[config.mk]
export PLATFORM = sky130hd
export DESIGN_NAME = serial_frame_tx
export DESIGN_NICKNAME = d
export VERILOG_FILES = /design/src/rtl/stx_pkg.sv /design/src/rtl/stx_fifo.sv /design/src/rtl/stx_ctrl.sv /design/src/rtl/stx_shifter.sv /design/src/rtl/serial_frame_tx.sv
export SDC_FILE = /design/constraint.sdc
export NUM_CORES = 1
export LEC_CHECK = 0
export ABC_AREA = 1
export BUFFER_PORTS_ARGS = -buffer_cell sky130_fd_sc_hd__buf_4
export CORE_MARGIN = 3
export CORE_UTILIZATION = 45
export DETAILED_ROUTE_END_ITERATION = 7
export PLACE_DENSITY = 0.71
export SLEW_MARGIN = 0
export SYNTH_ARGS = -nofsm -noshare
export SYNTH_HDL_FRONTEND = slang
export SYNTH_HIERARCHICAL = 1
export SYNTH_SLANG_ARGS = --single-unit
[constraint.sdc]
create_clock -name clk -period 2.2 [get_ports clk]
set_clock_uncertainty 0.1 [all_clocks]
set_input_delay 0.44 -clock clk [delete_from_list [all_inputs] [get_ports clk]]
set_output_delay 0.44 -clock clk [all_outputs]
set_load 0.005 [all_outputs]
[src/rtl/stx_pkg.sv]
package stx_pkg;
  localparam int CMD_W       = 9;
  localparam int CMD_FLUSH   = 1;
  localparam int CMD_EN      = 4;
  localparam int CMD_DIS     = 5;
  localparam int CMD_BRK_ON  = 7;
  localparam int CMD_BRK_OFF = 8;
  localparam int MODE_W      = 8;

  typedef enum logic [2:0] {
    ST_IDLE, ST_START, ST_DATA, ST_PAR, ST_STOP, ST_BRK
  } stx_state_e;

  typedef struct packed {
    logic [3:0] nbits;
    logic       par_en;
    logic [1:0] par_kind;
    logic       two_stop;
  } frame_cfg_t;

  function automatic frame_cfg_t decode_mode(input logic [MODE_W-1:0] m);
    frame_cfg_t c;
    case (m[2:1])
      2'b10:   c.nbits = 4'd7;
      2'b11:   c.nbits = 4'd6;
      default: c.nbits = 4'd8;
    endcase
    c.par_en   = ~m[5];
    c.par_kind = m[4:3];
    c.two_stop = m[7];
    return c;
  endfunction
endpackage

[src/rtl/stx_fifo.sv]
module stx_fifo #(
  parameter int WIDTH = 8,
  parameter int DEPTH = 16
) (
  input  logic             clk,
  input  logic             rst_n,
  input  logic             flush,
  input  logic             push,
  input  logic [WIDTH-1:0] push_data,
  input  logic             pop,
  output logic [WIDTH-1:0] pop_data,
  output logic             empty,
  output logic             full
);
  localparam int AW = (DEPTH > 1) ? $clog2(DEPTH) : 1;
  localparam int CW = $clog2(DEPTH + 1);

  logic [WIDTH-1:0] mem [DEPTH];
  logic [AW-1:0]    wp, rp;
  logic [CW-1:0]    cnt;

  function automatic logic [AW-1:0] bump(input logic [AW-1:0] p);
    return (p == AW'(DEPTH - 1)) ? '0 : p + 1'b1;
  endfunction

  always_ff @(posedge clk) begin
    if (push) mem[wp] <= push_data;
  end

  always_ff @(posedge clk or negedge rst_n) begin
    if (!rst_n) begin
      wp  <= '0;
      rp  <= '0;
      cnt <= '0;
    end else if (flush) begin
      wp  <= '0;
      rp  <= '0;
      cnt <= '0;
    end else begin
      if (push) wp <= bump(wp);
      if (pop)  rp <= bump(rp);
      case ({push, pop})
        2'b10:   cnt <= cnt + 1'b1;
        2'b01:   cnt <= cnt - 1'b1;
        default: cnt <= cnt;
      endcase
    end
  end

  assign pop_data = mem[rp];
  assign empty    = (cnt == '0);
  assign full     = (cnt == CW'(DEPTH));


  fifo_no_overflow_chk: assert property (@(posedge clk) disable iff (!rst_n)
    push |-> !full);

  fifo_no_underflow_chk: assert property (@(posedge clk) disable iff (!rst_n)
    pop |-> !empty);

  fifo_fill_chk: assert property (@(posedge clk) disable iff (!rst_n)
    (push && !pop && !flush) |=> !empty);
endmodule

[src/rtl/stx_ctrl.sv]
module stx_ctrl
  import stx_pkg::*;
(
  input  logic             clk,
  input  logic             rst_n,
  input  logic             cmd_wr,
  input  logic [CMD_W-1:0] cmd,
  output logic             tx_en,
  output logic             brk_req,
  output logic             flush
);
  logic unused_cmd_bits;
  assign unused_cmd_bits = ^{cmd[0], cmd[3:2], cmd[6]};

  assign flush = cmd_wr & cmd[CMD_FLUSH];

  always_ff @(posedge clk or negedge rst_n) begin
    if (!rst_n) begin
      tx_en   <= 1'b0;
      brk_req <= 1'b0;
    end else if (cmd_wr) begin
      if (cmd[CMD_DIS])     tx_en <= 1'b0;
      else if (cmd[CMD_EN]) tx_en <= 1'b1;
      if (cmd[CMD_FLUSH] || cmd[CMD_BRK_OFF]) brk_req <= 1'b0;
      else if (cmd[CMD_BRK_ON])               brk_req <= 1'b1;
    end
  end


  dis_wins_chk: assert property (@(posedge clk) disable iff (!rst_n)
    (cmd_wr && cmd[CMD_DIS]) |=> !tx_en);

  brk_off_wins_chk: assert property (@(posedge clk) disable iff (!rst_n)
    (cmd_wr && cmd[CMD_BRK_OFF]) |=> !brk_req);
endmodule

[src/rtl/stx_shifter.sv]
module stx_shifter
  import stx_pkg::*;
#(
  parameter int OVS    = 16,
  parameter int DATA_W = 8
) (
  input  logic              clk,
  input  logic              rst_n,
  input  logic              baud_tick,
  input  logic              tx_en,
  input  logic              brk_req,
  input  logic              flush,
  input  logic [MODE_W-1:0] mode,
  input  logic              fifo_empty,
  input  logic [DATA_W-1:0] fifo_data,
  output logic              pop,
  output logic              txd
);
  localparam int TW = (OVS > 1) ? $clog2(OVS) : 1;

  stx_state_e        state;
  logic [TW-1:0]     tick_cnt;
  logic [DATA_W-1:0] sh;
  logic [3:0]        left;
  logic              par_bit;
  logic              stop_more;
  logic              txd_q;
  frame_cfg_t        cfg_q, cfg_new;
  logic [DATA_W-1:0] data_m;
  logic              par_new;
  logic              bit_end, in_frame, can_launch, frame_done;

  logic unused_mode_bits;
  assign unused_mode_bits = ^{mode[0], mode[6]};

  assign cfg_new    = decode_mode(mode);
  assign bit_end    = baud_tick && (tick_cnt == TW'(OVS - 1));
  assign in_frame   = state inside {ST_START, ST_DATA, ST_PAR, ST_STOP};
  assign can_launch = tx_en && !fifo_empty && !brk_req;
  assign frame_done = (state == ST_STOP) && bit_end && !stop_more;
  assign pop        = !flush && can_launch && ((state == ST_IDLE) || frame_done);

  always_comb begin
    for (int i = 0; i < DATA_W; i++)
      data_m[i] = fifo_data[i] & (4'(i) < cfg_new.nbits);
    case (cfg_new.par_kind)
      2'd0:    par_new = ^data_m;
      2'd1:    par_new = ~^data_m;
      2'd2:    par_new = 1'b0;
      default: par_new = 1'b1;
    endcase
  end

  always_ff @(posedge clk or negedge rst_n) begin
    if (!rst_n) begin
      state     <= ST_IDLE;
      tick_cnt  <= '0;
      sh        <= '0;
      left      <= '0;
      par_bit   <= 1'b0;
      stop_more <= 1'b0;
      cfg_q     <= '0;
      txd_q     <= 1'b1;
    end else if (flush) begin
      state     <= ST_IDLE;
      tick_cnt  <= '0;
      stop_more <= 1'b0;
      txd_q     <= 1'b1;
    end else if (pop) begin
      state    <= ST_START;
      tick_cnt <= '0;
      sh       <= data_m;
      left     <= cfg_new.nbits;
      par_bit  <= par_new;
      cfg_q    <= cfg_new;
      txd_q    <= 1'b0;
    end else begin
      case (state)
        ST_IDLE: if (brk_req) begin
          state <= ST_BRK;
          txd_q <= 1'b0;
        end
        ST_BRK: if (!brk_req) begin
          state <= ST_IDLE;
          txd_q <= 1'b1;
        end
        default: if (baud_tick) begin
          tick_cnt <= bit_end ? '0 : tick_cnt + 1'b1;
          if (bit_end) begin
            case (state)
              ST_START: begin
                state <= ST_DATA;
                txd_q <= sh[0];
                sh    <= sh >> 1;
                left  <= left - 1'b1;
              end
              ST_DATA: begin
                if (left != 4'd0) begin
                  txd_q <= sh[0];
                  sh    <= sh >> 1;
                  left  <= left - 1'b1;
                end else if (cfg_q.par_en) begin
                  state <= ST_PAR;
                  txd_q <= par_bit;
                end else begin
                  state     <= ST_STOP;
                  txd_q     <= 1'b1;
                  stop_more <= cfg_q.two_stop;
                end
              end
              ST_PAR: begin
                state     <= ST_STOP;
                txd_q     <= 1'b1;
                stop_more <= cfg_q.two_stop;
              end
              default: begin
                if (stop_more) begin
                  stop_more <= 1'b0;
                end else if (brk_req) begin
                  state <= ST_BRK;
                  txd_q <= 1'b0;
                end else begin
                  state <= ST_IDLE;
                  txd_q <= 1'b1;
                end
              end
            endcase
          end
        end
      endcase
    end
  end

  assign txd = txd_q;


  start_low_chk: assert property (@(posedge clk) disable iff (!rst_n)
    pop |=> (!txd && state == ST_START));

  tick_hold_chk: assert property (@(posedge clk) disable iff (!rst_n)
    (in_frame && !baud_tick && !flush && !pop) |=> $stable(tick_cnt));

  brk_line_low_chk: assert property (@(posedge clk) disable iff (!rst_n)
    (state == ST_BRK) |-> !txd);

  idle_disabled_high_chk: assert property (@(posedge clk) disable iff (!rst_n)
    (state == ST_IDLE && !tx_en && !brk_req) |=> txd);

  flush_idle_chk: assert property (@(posedge clk) disable iff (!rst_n)
    flush |=> (txd && state == ST_IDLE));
endmodule

[src/rtl/serial_frame_tx.sv]
module serial_frame_tx
  import stx_pkg::*;
#(
  parameter int DATA_W     = 8,
  parameter int FIFO_DEPTH = 16,
  parameter int OVS        = 16
) (
  input  logic              clk,
  input  logic              rst_n,
  input  logic              wr_valid,
  output logic              wr_ready,
  input  logic [DATA_W-1:0] wr_data,
  input  logic              ctrl_wr,
  input  logic [CMD_W-1:0]  ctrl_cmd,
  input  logic [MODE_W-1:0] mode,
  input  logic              baud_tick,
  output logic              txd,
  output logic              fifo_empty,
  output logic              fifo_full
);
  logic              tx_en, brk_req, flush, push, pop;
  logic [DATA_W-1:0] head;

  assign wr_ready = !fifo_full;
  assign push     = wr_valid && wr_ready && !flush;

  stx_ctrl u_ctrl (
    .clk     (clk),
    .rst_n   (rst_n),
    .cmd_wr  (ctrl_wr),
    .cmd     (ctrl_cmd),
    .tx_en   (tx_en),
    .brk_req (brk_req),
    .flush   (flush)
  );

  stx_fifo #(.WIDTH(DATA_W), .DEPTH(FIFO_DEPTH)) u_fifo (
    .clk       (clk),
    .rst_n     (rst_n),
    .flush     (flush),
    .push      (push),
    .push_data (wr_data),
    .pop       (pop),
    .pop_data  (head),
    .empty     (fifo_empty),
    .full      (fifo_full)
  );

  stx_shifter #(.OVS(OVS), .DATA_W(DATA_W)) u_shift (
    .clk        (clk),
    .rst_n      (rst_n),
    .baud_tick  (baud_tick),
    .tx_en      (tx_en),
    .brk_req    (brk_req),
    .flush      (flush),
    .mode       (mode),
    .fifo_empty (fifo_empty),
    .fifo_data  (head),
    .pop        (pop),
    .txd        (txd)
  );
endmodule

==> metrics.md, run 1 <==
| Metric | Value |
|---|---|
| Status | `complete, but fails checks` |
| Violated checks | `negative setup slack` |
| Sequential share of power | `between 30 and 40%` |
| Area of the multi-input gates | `~2600 sq um` |
| Sink Count | `between 150 and 200` |
| Period minus WS final | `about 2.2 ns` |
| P per Cell Area | `roughly 1200 nW/um^2` |
| Startpoint types | `flop` |
| Post-route DRC | `0` |
| Initial antenna violation count | `0` |
| Compound-Gate Fraction of Synth Area | `~11%` |
| YS warnings | `6` |
| Area of the core | `about 17000 sq um` |
| F_max | `~450 MHz` |
| Die X | `137 um` |
| Cts bufs inserted | `17` |
| Largest net degree at the start of global routing | `40` |
| Vias in the first global route | `5366` |
| Unrepaired setup endpoints after global routing | `true` |
| Top Ports | `34` |
| DRT Pass-1 Iters | `5` |
| WP data required | `between 2 and 2.5 ns` |
| Max transition margin | `around two thirds` |
| Worst-margin pin slew | `0.512 ns` |
| Leakage power | `roughly 0.0039 uW` |
| Setup violations, final | `1` |
| Clock transition at the registers of the reported paths | `~0.07 ns` |
| Combinational Power Share | `37.2%` |
| Sw Ratio | `between 30% and 40%` |
| Share of cells above drive strength 1 | `roughly 22%` |
| Synth unique cells | `35` |
| Via count | `5785` |
| Crit path top cell by count | `nand2_1` |
| Antenna Nets Post-Route | `0` |
| Final HPWL DP | `11200 um` |
| Via density per instance | `5.25` |
| Synthesized flop and latch total | `about 170` |
| Total global routing overflow | `0` |
| Final Slew Violations | `0` |
| Max IR drop VDD | `approximately 0.74 mV` |
| Starting density of the core | `46.4%` |
| Most frequent cells in the layout | `nand2_1, edfxtp_1, nor2_1` |
| Synthesized cell area | `between 7000 and 8000 sq um` |
| Num rows | `between 40 and 50` |
| Switching power total | `3900 uW` |
| GRT Resource Usage Total | `approximately a fifth` |
| Adder-cell area share of the yosys netlist | `1.62%` |
| Largest family of logic cells by synthesized area | `simple AND/OR/NAND/NOR gates` |
| DRT Wirelength | `between 15000 and 20000 um` |
| Simple-gate portion of the synthesized area | `roughly a fifth` |
| Post-synthesis xor/xnor area fraction | `0.905%` |
| Die area | `18800 sq um` |
| Power share of the clock group | `between 20 and 30%` |
| Die Ht | `about 140 um` |
| HP Class | `in -> reg` |
| Final hold violations | `0` |
| Nets@finish | `between 900 and 1000` |
| Critical path's slowest cell | `dfrtp_2` |
| Filler instances | `between 1000 and 1500` |
| Cell breakdown of the critical path | `clkinv_4 -> clkbuf_16 -> o21ai_1 -> o211ai_1 -> nand3_1 -> nand3_2 -> inv_1 -> nand2_1 -> nand2_2 -> nand3_1 -> nand2_1 -> nand3_1 -> nand2_1 -> nand2_1 -> nand2_1 -> nand2_1` |
| Skew-Pair Late Insertion Delay | `roughly 0.43 ns` |
| Setup TNS | `-0.0346 ns` |
| Syn-to-layout area delta | `22.3%` |
| Multiplexer share of the synthesized area | `0%` |
| GPL Wtd Cong | `about 0.86` |
| Post-Place Cells | `roughly 1100` |
| Antenna cells | `0` |
| Sequential element share of the synthesized area | `between 60% and 70%` |
| IO buf count | `27` |
| Max stage delay on crit path | `approximately 0.47 ns` |
| Longest Clk Path Bufs | `2` |
| Final period util | `102%` |
| Commonest non-fill, non-tap cell in the layout | `nand2_1` |
| Root buf cell | `clkbuf_16` |
| Arr. time, crit path | `2.46 ns` |
| CTS tree | `yes` |
| CP endpoint kind | `flop` |
| First-pass GRT wire length | `roughly 27000 um` |
| Mean routed wirelength per cell | `15.5 um` |
| Net count after synthesis | `815` |
| Cells after synthesis | `between 700 and 800` |
| H-Tree Depth | `4` |
| Finished Layout Cells | `~1100` |
| Mean Syn Cell Area | `9.99 sq um` |
| Final WS setup | `-0.0346 ns` |
| Worst-path fanout max | `12` |
| Crit Path Class | `reg -> reg` |
| Max cap viols | `0` |
| DRT iter0 DRCs | `approximately 450` |
| Cell Int Power | `roughly 7300 uW` |
| Sequential Area | `4820 sq um` |
path summary, 6_finish.rpt:
check / start / endpoint / slack, ns / cells after the start
max reg2reg: u_fifo/rp[0]$_DFFE_PN0P_ / u_shift/par_bit$_DFFE_PN0P_ / -0.03 / 16
min: mode[5] / u_shift/cfg_q[3]$_DFFE_PN0P_ / 0.10 / 2
max in group asynchronous: rst_n / u_fifo/rp[0]$_DFFE_PN0P_ / 1.20 / 2
max: u_fifo/rp[0]$_DFFE_PN0P_ / u_shift/par_bit$_DFFE_PN0P_ / -0.03 / 16
min in group asynchronous: rst_n / u_shift/left[1]$_DFFE_PN0P_ / 0.43 / 2
min reg2reg: u_shift/left[1]$_DFFE_PN0P_ / u_shift/left[1]$_DFFE_PN0P_ / 0.38 / 2
cells in the mapped netlist (all sizes together):
library cell	n	share of area (%)
inv	57	2.8
buf	18	1.9
xor2	4	0.45
xnor2	4	0.45
o21bai	1	0.097
clkinv	4	0.19
clkbuf	9	0.50
a21oi	8	0.57
o21ai	96	6.4
o21a	6	0.58
ha	10	1.6
dfstp	1	0.34
nand4	4	0.32
edfxtp	128	50
nand2	156	7.9
nand3	60	3.9
a21boi	1	0.097
or2	1	0.081
o22ai	19	1.5
o211ai	16	1.6
nor2	134	6.8
dfrtp	38	12
final cells by class:
class                   count  area share [%]
flip-flops and latches    167            50.9
well taps                 220            2.91
clock inverters            14            1.98
repair buffers            102            9.16
multi-input cells         520            27.9
inverters                  61            2.58
clock buffers              18            4.53
worst max-delay path: cells and delay by family, from the launching register on:
kind,cells,cell delay [ns]
AOI/OAI and AO/OA,2,0.31
buffers and inverters,3,0.44
DFF,1,0.47
and+or+nand+nor,11,0.78
metal layers:
| metal | wire length [um] | up-vias | GRT usage (%) |
|---|---|---|---|
| met3 | 840 | 20 | 3.97 |
| met1 | 7670 | 2755 | 25.8 |
| met5 | 0 | - | 0 |
| met2 | 8310 | 153 | 30.2 |
| met4 | 274 | 0 | 6.71 |
| li1 | - | 2857 | - |
registers in the layout, summed over array words and instances, names as in the netlist:
name	count
u_fifo/wp	4
u_shift/stop_more	1
u_shift/par_bit	1
u_fifo/cnt	5
u_fifo/mem	128
u_fifo/rp	4
u_ctrl/tx_en	1
u_shift/cfg_q	2
u_shift/left	4
u_shift/sh	8
u_shift/tick_cnt	4
u_shift/txd	1
u_ctrl/brk_req	1
u_shift/state	3
power groups by stage:
stage	logic (uW)	registers (uW)	clock network [uW]
final	4170	3970	3060
after global routing	4670	4010	3260
after CTS	3800	3960	3110
after detailed placement	3650	4020	0
after global placement	3590	4010	0
after floorplan	2570	3990	0
kinds of logic after synthesis:
group           count (synthesis)
simple gates                  355
flops                         167
compound gates                147
buf+inv                        88
fa+ha+maj                      10
xor+xnor                        8
timing repair:
item / 4_1_cts / 5_1_grt
endpoints found under the hold margin: 38 / 0
resized for setup: 6 / 41
gates cloned: 1 / 1
hold buffers: 1 / 0
pin swaps: 2 / 17
endpoints found under the setup margin: 2 / 11
setup buffers: 1 / 7
per-stage QoR:
stage	hold slack (ns)	total power (uW)	instance area (sq um)	utilization [%]	worst slack (ns)
after floorplan	0.0444	6560	7780	-	0.00278
after global placement	0.355	7610	8590	51.4	-0.0311
after detailed placement	0.353	7670	8590	51.4	-0.0361
after CTS	0.0858	10900	9270	55.5	0.00323
after global routing	0.0896	11900	9470	56.7	-0.207
final	0.102	11200	9470	56.7	-0.0346
Note: power is estimated with default switching activity, not from simulation.
==> run 2, diff against run 1 <==
CORE_MARGIN = not set   (was 3)
==> run 2 against run 1 <==
The flow still finishes with violations (negative setup slack). Cell count down 0.36%. Critical path depth up 1. Design area up 0.28%. Critical endpoint unchanged. Largest cell class unchanged. Largest power group unchanged.
==> metrics.md, run 2 (synthesized netlist as in run 1, its figures left out) <==
| Metric | Value |
|---|---|
| Status | `complete, but fails checks (unchanged)` |
| Violated checks | `negative setup slack (unchanged)` |
| Final Instance Area | `9500 sq um (was 9470 sq um)` |
| Placed instance area | `8590 sq um (unchanged)` |
| GPL Wtd Cong | `0.818 (was 0.857)` |
| Sequential share of power | `35.7% (was 35.5%)` |
| Area of the multi-input gates | `2710 sq um (was 2650 sq um)` |
| Largest Register | `u_fifo/mem (unchanged)` |
| Max transition margin | `65.2% (was 65.9%)` |
| Tot Pwr | `11200 uW (about the same)` |
| Arr. time, crit path | `2.48 ns (was 2.46 ns)` |
| Max stage delay on crit path | `0.50 ns (was 0.47 ns)` |
| Final period util | `102% (about the same)` |
| GRT Resource Usage Total | `20.6% (was 18.9%)` |
| CP bufs+invs | `3 (unchanged)` |
| DRT iter0 DRCs | `578 (was 447)` |
| Final hold violations | `0 (unchanged)` |
| Max IR drop VDD | `0.726 mV (was 0.739 mV)` |
| Fin Hold WS | `0.0863 ns (was 0.102 ns)` |
| Switching power total | `4080 uW (was 3900 uW)` |
| Setup violations, final | `1 (unchanged)` |
| Power share of the clock group | `26.1% (was 27.3%)` |
| Mean routed wirelength per cell | `16.0 um (was 15.5 um)` |
| Die X | `133 um (was 137 um)` |
| Total global routing overflow | `0 (unchanged)` |
| Worst-path fanout max | `32 (was 12)` |
| Unrepaired setup endpoints after global routing | `true (unchanged)` |
| Num rows | `47 (unchanged)` |
| DRT Wirelength | `17600 um (was 17100 um)` |
| Cell Int Power | `7100 uW (was 7300 uW)` |
| Period minus WS final | `2.25 ns (was 2.23 ns)` |
| Sw Ratio | `36.5% (was 34.8%)` |
| Longest Clk Path Bufs | `2 (unchanged)` |
| WP data required | `2.43 ns (was 2.42 ns)` |
| First-pass GRT wire length | `27600 um (was 27100 um)` |
| Initial antenna violation count | `0 (unchanged)` |
| Leakage power | `0.00386 uW (was 0.00389 uW)` |
| Final HPWL DP | `11300 um (was 11200 um)` |
| Syn-to-layout area delta | `22.7% (was 22.3%)` |
| Post-route DRC | `0 (unchanged)` |
| Share of cells above drive strength 1 | `22.7% (was 22.2%)` |
| P per Cell Area | `1180 nW/um^2 (about the same)` |
| Starting density of the core | `46.4% (unchanged)` |
| Final WS setup | `-0.0519 ns (was -0.0346 ns)` |
| Final Slew Violations | `0 (unchanged)` |
| DRT Pass-1 Iters | `5 (unchanged)` |
| Combinational Power Share | `38.2% (was 37.2%)` |
| Area of the core | `16700 sq um (unchanged)` |
| Largest net degree at the start of global routing | `40 (unchanged)` |
| CTS tree | `yes (unchanged)` |
| Via density per instance | `5.32 (was 5.25)` |
| Cell family with most CP delay | `simple AND/OR/NAND/NOR gates (unchanged)` |
| Commonest non-fill, non-tap cell in the layout | `nand2_1 (unchanged)` |
| Max cap viols | `0 (unchanged)` |
| Clock transition at the registers of the reported paths | `0.07 ns (about the same)` |
| Top Ports | `34 (unchanged)` |
| Cts bufs inserted | `17 (unchanged)` |
| Antenna Nets Post-Route | `0 (unchanged)` |
| Critical path's slowest cell | `dfrtp_2 (unchanged)` |
| Filler instances | `1394 (was 1453)` |
| Antenna cells | `0 (unchanged)` |
| Die area | `17700 sq um (was 18800 sq um)` |
| Nets@finish | `905 (was 909)` |
| Skew-Pair Late Insertion Delay | `0.43 ns (about the same)` |
| IO buf count | `27 (unchanged)` |
| Root buf cell | `clkbuf_16 (unchanged)` |
| Vias in the first global route | `5369 (was 5366)` |
| Crit path top cell by count | `nand2_1 (unchanged)` |
| Crit Path Class | `reg -> reg (unchanged)` |
| Cell breakdown of the critical path | `inv_4 -> buf_12 -> o21ai_0 -> o22ai_1 -> nand2_1 -> nand3_2 -> inv_2 -> nand2_2 -> nand2_1 -> nand2_1 -> nand3_1 -> nand2_2 -> nand2_1 -> nand2_1 -> nand2_1 -> nand2_1 -> nand2_1 (was clkinv_4 -> clkbuf_16 -> o21ai_1 -> o211ai_1 -> nand3_1 -> nand3_2 -> inv_1 -> nand2_1 -> nand2_2 -> nand3_1 -> nand2_1 -> nand3_1 -> nand2_1 -> nand2_1 -> nand2_1 -> nand2_1)` |
| Via count | `5839 (was 5785)` |
| F_max | `444 MHz (was 447 MHz)` |
| Worst-margin pin slew | `0.521 ns (was 0.512 ns)` |
| H-Tree Depth | `4 (unchanged)` |
| Most frequent cells in the layout | `nand2_1, edfxtp_1, nor2_1 (unchanged)` |
| CP endpoint kind | `flop (unchanged)` |
| Number of flip-flops in the largest register | `128 (unchanged)` |
| Startpoint types | `flop (unchanged)` |
| Biggest regs | `u_fifo/mem x128, u_shift/sh x8, u_fifo/cnt x5 (unchanged)` |
| HP Class | `in -> reg (unchanged)` |
| Sequential Area | `4820 sq um (unchanged)` |
| Sink Count | `167 (unchanged)` |
| Die Ht | `133 um (was 137 um)` |
[run 2: cell count changes in the layout (fill, tap and decap cells not counted), moves of 2 or more]
cell       before  now
bufinv_16       3    1
nand2_4         2    5
nor2_4          2    5
nand2_1       144  140
o21ai_0        58   62
buf_4          91   83
inv_6           2    6
buf_12          3    8
nand3_1        48   46
inv_4           2    4
nor2_1        123  120
o21ai_2         4    1
clkinv_4        5    1
[run 2: metrics by stage]
stage	setup slack [ns]	util (%)	TNS (ns)	cells
final	-0.0519	56.9	-0.0519	1098
after global routing	-0.207	56.9	-0.533	1098
after CTS	-0.0131	55.6	-0.0131	1089
after detailed placement	-0.0566	51.4	-0.0810	1054
after global placement	-0.0176	51.4	-0.0176	1054
after floorplan	0.00278	-	0	775
[run 2: layer usage]
metal | wire length (um) | GRT usage, % | share of wire [%]
met5 | 0 | 0 | 0
met4 | 333 | 10.0 | 1.9
met3 | 946 | 3.54 | 5.4
met2 | 8810 | 33.1 | 50
met1 | 7520 | 27.2 | 43
[run 2: layout make-up]
type	instances	share of cell area [%]
Clock inverter	14	1.65
Sequential cell	167	50.8
Tap cell	220	2.90
Inverter	61	2.60
Timing Repair Buffer	98	9.00
Multi-Input combinational cell	520	28.6
Clock buffer	18	4.52
[run 2: final timing paths]
kind	slack (ns)	cells after the start	start	to
worst max-delay path	-0.05	17	u_fifo/rp[0]$_DFFE_PN0P_	u_shift/par_bit$_DFFE_PN0P_
worst min-delay path	0.09	2	mode[5]	u_shift/cfg_q[3]$_DFFE_PN0P_
worst max register to register	-0.05	17	u_fifo/rp[0]$_DFFE_PN0P_	u_shift/par_bit$_DFFE_PN0P_
worst min register to register	0.39	2	u_shift/sh[0]$_DFFE_PN0P_	u_shift/sh[0]$_DFFE_PN0P_
max in group asynchronous	1.19	2	rst_n	u_fifo/rp[0]$_DFFE_PN0P_
min in group asynchronous	0.42	2	rst_n	u_shift/cfg_q[0]$_DFFE_PN0P_
[run 2: power groups by stage]
stage	Combinational, uW	Sequential [uW]	Clock [uW]
2_1_floorplan	2570	3990	0
3_3_place_gp	3640	4010	0
3_5_place_dp	3730	4020	0
4_1_cts	3920	3980	2970
5_1_grt	4720	4030	3080
6_report	4270	3990	2920
[run 2: repair_timing]
action | in CTS | in global routing
resized for setup | 23 | 43
cloned | 1 | 0
setup endpoints to repair | 2 | 20
setup buffers | 1 | 9
hold buffers | 1 | 0
endpoints found under the hold margin | 38 | 0
pin swaps | 16 | 28
